--- src/rtl/blit_pkg.sv ---
package blit_pkg;
    typedef enum logic [1:0] {
        S_IDLE,
        S_SCALE,
        S_ADDR,
        S_FIRE
    } blit_state_e;

    localparam int NUM_LANES = 4;
    localparam int NUM_SIDES = 2;
endpackage

--- src/rtl/blit_bpp_scale.sv ---
module blit_bpp_scale #(
    parameter int AW = 24
) (
    input  logic [AW-1:0] value,
    input  logic [1:0]    bpp_sel,
    output logic [AW-1:0] scaled
);
    // Scale a pixel count to bytes; three bytes uses value + 2*value
    always_comb begin
        unique case (bpp_sel)
            2'd0:    scaled = value;
            2'd1:    scaled = value << 1;
            2'd2:    scaled = value + (value << 1);
            default: scaled = value << 2;
        endcase
    end
endmodule

--- src/rtl/blit_end_adjust.sv ---
module blit_end_adjust #(
    parameter int AW = 24
) (
    input  logic [AW-1:0] x_bytes,
    input  logic [AW-1:0] w_bytes,
    input  logic          x_dec,
    input  logic [AW-1:0] y_row,
    input  logic [AW-1:0] h_rows,
    input  logic          y_dec,
    output logic [AW-1:0] start_row,
    output logic [AW-1:0] start_byte
);
    localparam logic [AW-1:0] ONE = {{(AW-1){1'b0}}, 1'b1};

    // A decreasing walk begins at the far edge of its axis
    always_comb begin
        start_row  = y_dec ? (y_row + h_rows - ONE) : y_row;
        start_byte = x_dec ? (x_bytes + w_bytes - ONE) : x_bytes;
    end
endmodule

--- src/rtl/blit_addr_gen.sv ---
module blit_addr_gen
    import blit_pkg::*;
#(
    parameter int AW = 24,
    parameter int CW = 12
) (
    input  logic          clk,
    input  logic          rst_n,
    input  logic          req,
    input  logic [CW-1:0] src_x,
    input  logic [CW-1:0] src_y,
    input  logic [CW-1:0] dst_x,
    input  logic [CW-1:0] dst_y,
    input  logic [CW-1:0] width,
    input  logic [CW-1:0] height,
    input  logic          x_dec,
    input  logic          y_dec,
    input  logic [1:0]    bpp_sel,
    input  logic [CW-1:0] pitch,
    output logic          busy,
    output logic [AW-1:0] src_addr,
    output logic [AW-1:0] dst_addr,
    output logic [1:0]    dir_code,
    output logic [AW-1:0] src_yoff,
    output logic          start
);
    localparam int            PADW = AW - CW;
    localparam logic [AW-1:0] ONE  = {{(AW-1){1'b0}}, 1'b1};

    blit_state_e state_q, state_d;

    // captured request operands
    logic [CW-1:0] sx_q, sy_q, dx_q, dy_q, w_q, h_q, p_q;
    logic          xd_q, yd_q;
    logic [1:0]    b_q;

    // byte-scaling lanes: 0 src x, 1 dst x, 2 width, 3 pitch
    logic [AW-1:0] lane_in  [NUM_LANES];
    logic [AW-1:0] lane_out [NUM_LANES];

    assign lane_in[0] = {{PADW{1'b0}}, sx_q};
    assign lane_in[1] = {{PADW{1'b0}}, dx_q};
    assign lane_in[2] = {{PADW{1'b0}}, w_q};
    assign lane_in[3] = {{PADW{1'b0}}, p_q};

    for (genvar g = 0; g < NUM_LANES; g++) begin : g_lane
        blit_bpp_scale #(.AW(AW)) u_scale (
            .value  (lane_in[g]),
            .bpp_sel(b_q),
            .scaled (lane_out[g])
        );
    end

    // per-side end-point selection: 0 source, 1 destination
    logic [AW-1:0] side_y   [NUM_SIDES];
    logic [AW-1:0] row_c    [NUM_SIDES];
    logic [AW-1:0] off_c    [NUM_SIDES];
    logic [AW-1:0] row_q    [NUM_SIDES];
    logic [AW-1:0] off_q    [NUM_SIDES];
    logic [2*AW-1:0] prod_c [NUM_SIDES];
    logic [AW-1:0] addr_c   [NUM_SIDES];
    logic [AW-1:0] lw_q;
    logic [AW-1:0] h_ext;

    assign side_y[0] = {{PADW{1'b0}}, sy_q};
    assign side_y[1] = {{PADW{1'b0}}, dy_q};
    assign h_ext     = {{PADW{1'b0}}, h_q};

    for (genvar s = 0; s < NUM_SIDES; s++) begin : g_side
        blit_end_adjust #(.AW(AW)) u_adj (
            .x_bytes   (lane_out[s]),
            .w_bytes   (lane_out[2]),
            .x_dec     (xd_q),
            .y_row     (side_y[s]),
            .h_rows    (h_ext),
            .y_dec     (yd_q),
            .start_row (row_c[s]),
            .start_byte(off_c[s])
        );
        assign prod_c[s] = row_q[s] * lw_q;
        assign addr_c[s] = prod_c[s][AW-1:0] + off_q[s];
    end

    // state register
    always_ff @(posedge clk or negedge rst_n) begin
        if (!rst_n) state_q <= S_IDLE;
        else        state_q <= state_d;
    end

    // next-state logic
    always_comb begin
        state_d = state_q;
        unique case (state_q)
            S_IDLE:  if (req) state_d = S_SCALE;
            S_SCALE: state_d = S_ADDR;
            S_ADDR:  state_d = S_FIRE;
            S_FIRE:  state_d = S_IDLE;
            default: state_d = S_IDLE;
        endcase
    end

    assign busy = (state_q != S_IDLE);

    // datapath and output registers
    always_ff @(posedge clk or negedge rst_n) begin
        if (!rst_n) begin
            sx_q <= '0; sy_q <= '0; dx_q <= '0; dy_q <= '0;
            w_q  <= '0; h_q  <= '0; p_q  <= '0;
            xd_q <= 1'b0; yd_q <= 1'b0; b_q <= '0;
            for (int i = 0; i < NUM_SIDES; i++) begin
                row_q[i] <= '0;
                off_q[i] <= '0;
            end
            lw_q     <= '0;
            src_addr <= '0;
            dst_addr <= '0;
            dir_code <= '0;
            src_yoff <= '0;
            start    <= 1'b0;
        end else begin
            start <= (state_q == S_FIRE);
            unique case (state_q)
                S_IDLE: begin
                    if (req) begin
                        sx_q <= src_x; sy_q <= src_y;
                        dx_q <= dst_x; dy_q <= dst_y;
                        w_q  <= width; h_q  <= height;
                        p_q  <= pitch; b_q  <= bpp_sel;
                        xd_q <= x_dec; yd_q <= y_dec;
                    end
                end
                S_SCALE: begin
                    for (int i = 0; i < NUM_SIDES; i++) begin
                        row_q[i] <= row_c[i];
                        off_q[i] <= off_c[i];
                    end
                    lw_q <= lane_out[3];
                end
                S_ADDR: begin
                    src_addr <= addr_c[0];
                    dst_addr <= addr_c[1];
                    dir_code <= {yd_q, xd_q};
                    src_yoff <= lw_q - ONE;
                end
                S_FIRE: begin
                end
                default: begin
                end
            endcase
        end
    end

    // strobe lasts a single cycle
    a_r7_strobe_single: assert property (@(posedge clk) disable iff (!rst_n)
        start |=> !start);

    // strobe only follows the launch state
    a_r7_strobe_after_fire: assert property (@(posedge clk) disable iff (!rst_n)
        start |-> $past(state_q == S_FIRE));

    // an idle request makes the block busy on the next cycle
    a_r8_accept_busy: assert property (@(posedge clk) disable iff (!rst_n)
        (!busy && req) |=> busy);

    // results hold while idle
    a_r8_hold_idle: assert property (@(posedge clk) disable iff (!rst_n)
        !busy |=> ($stable(src_addr) && $stable(dst_addr) && $stable(dir_code)));

    // direction code reflects the captured flags at launch
    a_r3_dir_at_start: assert property (@(posedge clk) disable iff (!rst_n)
        start |-> (dir_code == {yd_q, xd_q}));

    // stride value is one below the scaled pitch at launch
    a_r2_yoff_at_start: assert property (@(posedge clk) disable iff (!rst_n)
        start |-> ((src_yoff + ONE) == lw_q));
endmodule

--- config.mk ---
export PLATFORM = sky130hd
export DESIGN_NAME = blit_addr_gen
export DESIGN_NICKNAME = d
export VERILOG_FILES = /design/src/rtl/blit_pkg.sv /design/src/rtl/blit_bpp_scale.sv /design/src/rtl/blit_end_adjust.sv /design/src/rtl/blit_addr_gen.sv
export SDC_FILE = /design/constraint.sdc
export NUM_CORES = 2
export LEC_CHECK = 0
export BUFFER_PORTS_ARGS = -buffer_cell sky130_fd_sc_hd__buf_2
export CAP_MARGIN = 20
export CORE_MARGIN = 2
export CORE_UTILIZATION = 60
export CTS_CLUSTER_DIAMETER = 200
export DETAILED_ROUTE_END_ITERATION = 8
export MAX_ROUTING_LAYER = met4
export PLACE_DENSITY = 0.78
export SYNTH_ARGS = -nofsm -noshare
export SYNTH_HDL_FRONTEND = slang
export SYNTH_HIERARCHICAL = 1
export SYNTH_SLANG_ARGS = --single-unit
--- constraint.sdc ---
create_clock -name clk -period 11.45 [get_ports clk]
set_input_delay 1.7175 -clock clk [delete_from_list [all_inputs] [get_ports clk]]
set_output_delay 1.7175 -clock clk [all_outputs]
set_load 0.005 [all_outputs]
==> metrics.txt <==
status=finished, final reports clean; R2R setup slack=4.13 ns; clock latency on the worst-skew pair=just over 0.6 ns; largest stage delay on the critical path=about 0.8 ns; Post-CTS Repair Setup Buffers=0; critical path's slowest cell=dfrtp_1; Initial DRC Count=roughly 2600; Clock Tree Root=clkbuf_16; Synth area leaders=fa_1, dfrtp_1, ha_1; Syn-to-layout area delta=8.38%; clk sink count=between 200 and 300; Post-CTS Hold Buffers=0; GR Util met2=48.3%; CP startpoint kind=flop; RSZ-0062 raised after global routing=no; #FFs+latches synth=285; DRC viols=0; global routing usage on met3=5.46%; Synth area leader=fa_1; Worst Path Arrival=around 7.8 ns; final setup fails=0; CTS tree=yes; Routed Antenna Nets=0; Crit. End Element=flop; top cells by count, synth=inv_1, nand2_1, fa_1, ha_1, and2_1; fin cells=approximately 6500; Pre-Repair DR Iteration Count=8; critical path class=flop to flop; Syn Area/Cell=between 8 and 9 sq um; worst hold path endpoint=dst_addr[22]$_DFFE_PN0P_; initial antenna violation count=2; hold depth=2; Critical Path, Cell by Cell=buf_4, nand2_1, fa_1, fa_1, fa_1, inv_1, fa_1, inv_1, fa_1, inv_1, fa_1, inv_1, fa_1, inv_1, ha_1, o21ai_0, o21ai_0, a221oi_1, nand3_1, or2_2, a211oi_2, xnor2_1, mux2_2; grt met1 use=between 40 and 50%; hold_ws=0.482 ns; r2r startpoint=lw_q[3]$_DFFE_PN0N_; Synth top area share=20.9%; GPL Wtd Cong=~0.94; Max Clk Rate=~140 MHz; CTS Buffer Depth=3; vias in the first global route=36300; CTS resizes=0; Crit path top cell by count=fa_1; layout cells sized above 1=between 10% and 20%; vias post-DR=~36000; Setup Skew=0.0570 ns; largest net degree at the start of global routing=125; CTS H-tree depth=2; final wirelength=roughly 110000 um; most common cell in the netlist=inv_1; vias per cell=between 5 and 6; Final Hold Fails=0; Starting Density=60.8%; worst endpoint required time=11.89 ns; total grt overflow=0; post-synthesis instance total=approximately 5200; Final Cycle Share=63.9%; post-synthesis instance area=between 40000 and 50000 sq um; fin. max-slew vios=0; Slew @ Worst Pin=roughly 1.2 ns; FP Rows=100; FF-to-FF End=dst_addr[23]$_DFFE_PN0P_; relative slew slack=between 20% and 30%; Min-Delay Path Class=flop to flop; buffers and inverters on the worst path=6; die area=~78000 sq um; Placed Instances=6390; IO Count=around 170; mean routed wirelength per cell=17.7 um; post-route minimum period=7.32 ns; HP Start=dst_addr[22]$_DFFE_PN0P_; first-pass GRT wire length=around 190000 um; NumNets Final=6482; core area=74600 sq um; total track usage=a little over 30%; HPWL Detailed=89500 um; Async S/R FF share, synth=between 90% and 100%; crit path max fanout=33; Synth Flop Type=dfrtp_1; Synth cell types=slightly below 90; Yosys warnings=6; Clock transition at path regs=roughly 0.060 ns; busiest grt layer=met2; TNS Setup=0 ns; kind of cell adding the most delay to the critical path=adder cells; post-synthesis sequential area ratio=between 10% and 20%; Die Y=between 200 and 300 um; # Max-Cap Violations=0; Port Buf Inserts=~170; CTS Buf Count=38; Die Width=279 um; number of synthesized flops with an enable pin=0; FF-to-FF path depth=23
## state kept, by name, indices dropped and copies added (netlist names), 12 cells and up
register,cells
off_q,48
row_q,48
dst_addr,24
lw_q,24
src_addr,24
src_yoff,24
dx_q,12
dy_q,12
h_q,12
p_q,12
sx_q,12
sy_q,12
w_q,12
## cell families (layout without fill, tap and decap cells)
family / count (synthesis) / count (layout) / synth area share, %
compound gates: 756 / 756 / 10.7
xor+xnor: 288 / 288 / 5.62
fa+ha+maj: 930 / 930 / 33.5
buf+inv: 1263 / 1309 / 10.6
flops: 285 / 285 / 15.7
mux: 336 / 336 / 9.90
other cells: 1 / 290 / 0.00827
simple gates: 1297 / 1297 / 13.9
## worst max path at each step
stage,from,to,cells past startpoint
after global routing,lw_q[3]$_DFFE_PN0N_,dst_addr[23]$_DFFE_PN0P_,23
after floorplan,lw_q[4]$_DFFE_PN0N_,src_addr[21]$_DFFE_PN0P_,23
after detailed placement,lw_q[3]$_DFFE_PN0N_,dst_addr[23]$_DFFE_PN0P_,23
after CTS,lw_q[3]$_DFFE_PN0N_,dst_addr[23]$_DFFE_PN0P_,23
final,lw_q[3]$_DFFE_PN0N_,dst_addr[23]$_DFFE_PN0P_,23
after global placement,lw_q[3]$_DFFE_PN0N_,dst_addr[23]$_DFFE_PN0P_,23
## layer usage
metal	share of wire (%)	vias to the layer above	wire, um
met1	43	17500	49200
met2	45	1341	51600
met4	3.3	0	3770
li1	-	16800	-
met5	0	-	0
met3	8.6	229	9800
## layout by cell type, fill, tap and decap left out, drive strengths merged, types with 13 or more instances in the layout
cell | Yosys | routed
inv | 1044 | 1047
nand2 | 550 | 550
fa | 474 | 474
ha | 456 | 456
and2 | 295 | 295
conb | 1 | 288
dfrtp | 285 | 285
a21oi | 227 | 227
mux2 | 218 | 218
o21ai | 217 | 217
xnor2 | 212 | 212
buf | 54 | 196
nor2 | 174 | 174
a21o | 77 | 77
xor2 | 74 | 74
mux4 | 68 | 68
nor3 | 63 | 63
clkbuf | 164 | 52
mux2i | 50 | 50
a31oi | 46 | 46
nand3 | 41 | 41
nor2b | 38 | 38
a211oi | 36 | 36
o21a | 33 | 33
nand4 | 29 | 29
o21bai | 24 | 24
nand2b | 21 | 21
and3 | 21 | 21
o211ai | 15 | 15
or3 | 13 | 13
o31ai | 13 | 13
or2 | 13 | 13
## cell type report
cell class	count	area, sq um
inverter	1045	3920
timing repair buffer	196	1080
sequential	285	7140
fill	6054	25400
multi-input combinational	3895	34500
clock buffer	52	1050
tap	969	1210
antenna	2	5.00
clock inverter	16	204
## worst register-to-register path, stage by stage (launching register included)
cell and delay [ns]:
dfrtp_1 0.80, buf_4 0.49, nand2_1 0.16, fa_1 0.58
fa_1 0.46, fa_1 0.55, inv_1 0.06, fa_1 0.50
inv_1 0.05, fa_1 0.53, inv_1 0.05, fa_1 0.47
inv_1 0.05, fa_1 0.48, inv_1 0.04, ha_1 0.33
o21ai_0 0.12, o21ai_0 0.11, a221oi_1 0.27, nand3_1 0.18
or2_2 0.33, a211oi_2 0.21, xnor2_1 0.08, mux2_2 0.27
## metrics by stage
step / setup slack, ns / instance area (sq um) / utilization (%)
2_1_floorplan: 4.87 / 46400 / -
3_3_place_gp: 4.36 / 47900 / 64.2
3_5_place_dp: 4.24 / 47900 / 64.2
4_1_cts: 4.18 / 49100 / 65.9
5_1_grt: 3.84 / 49100 / 65.9
6_report: 4.13 / 49100 / 65.9
Power is not shown: default switching activity piles up to over one toggle a cycle in this logic, so the estimate is an artifact.
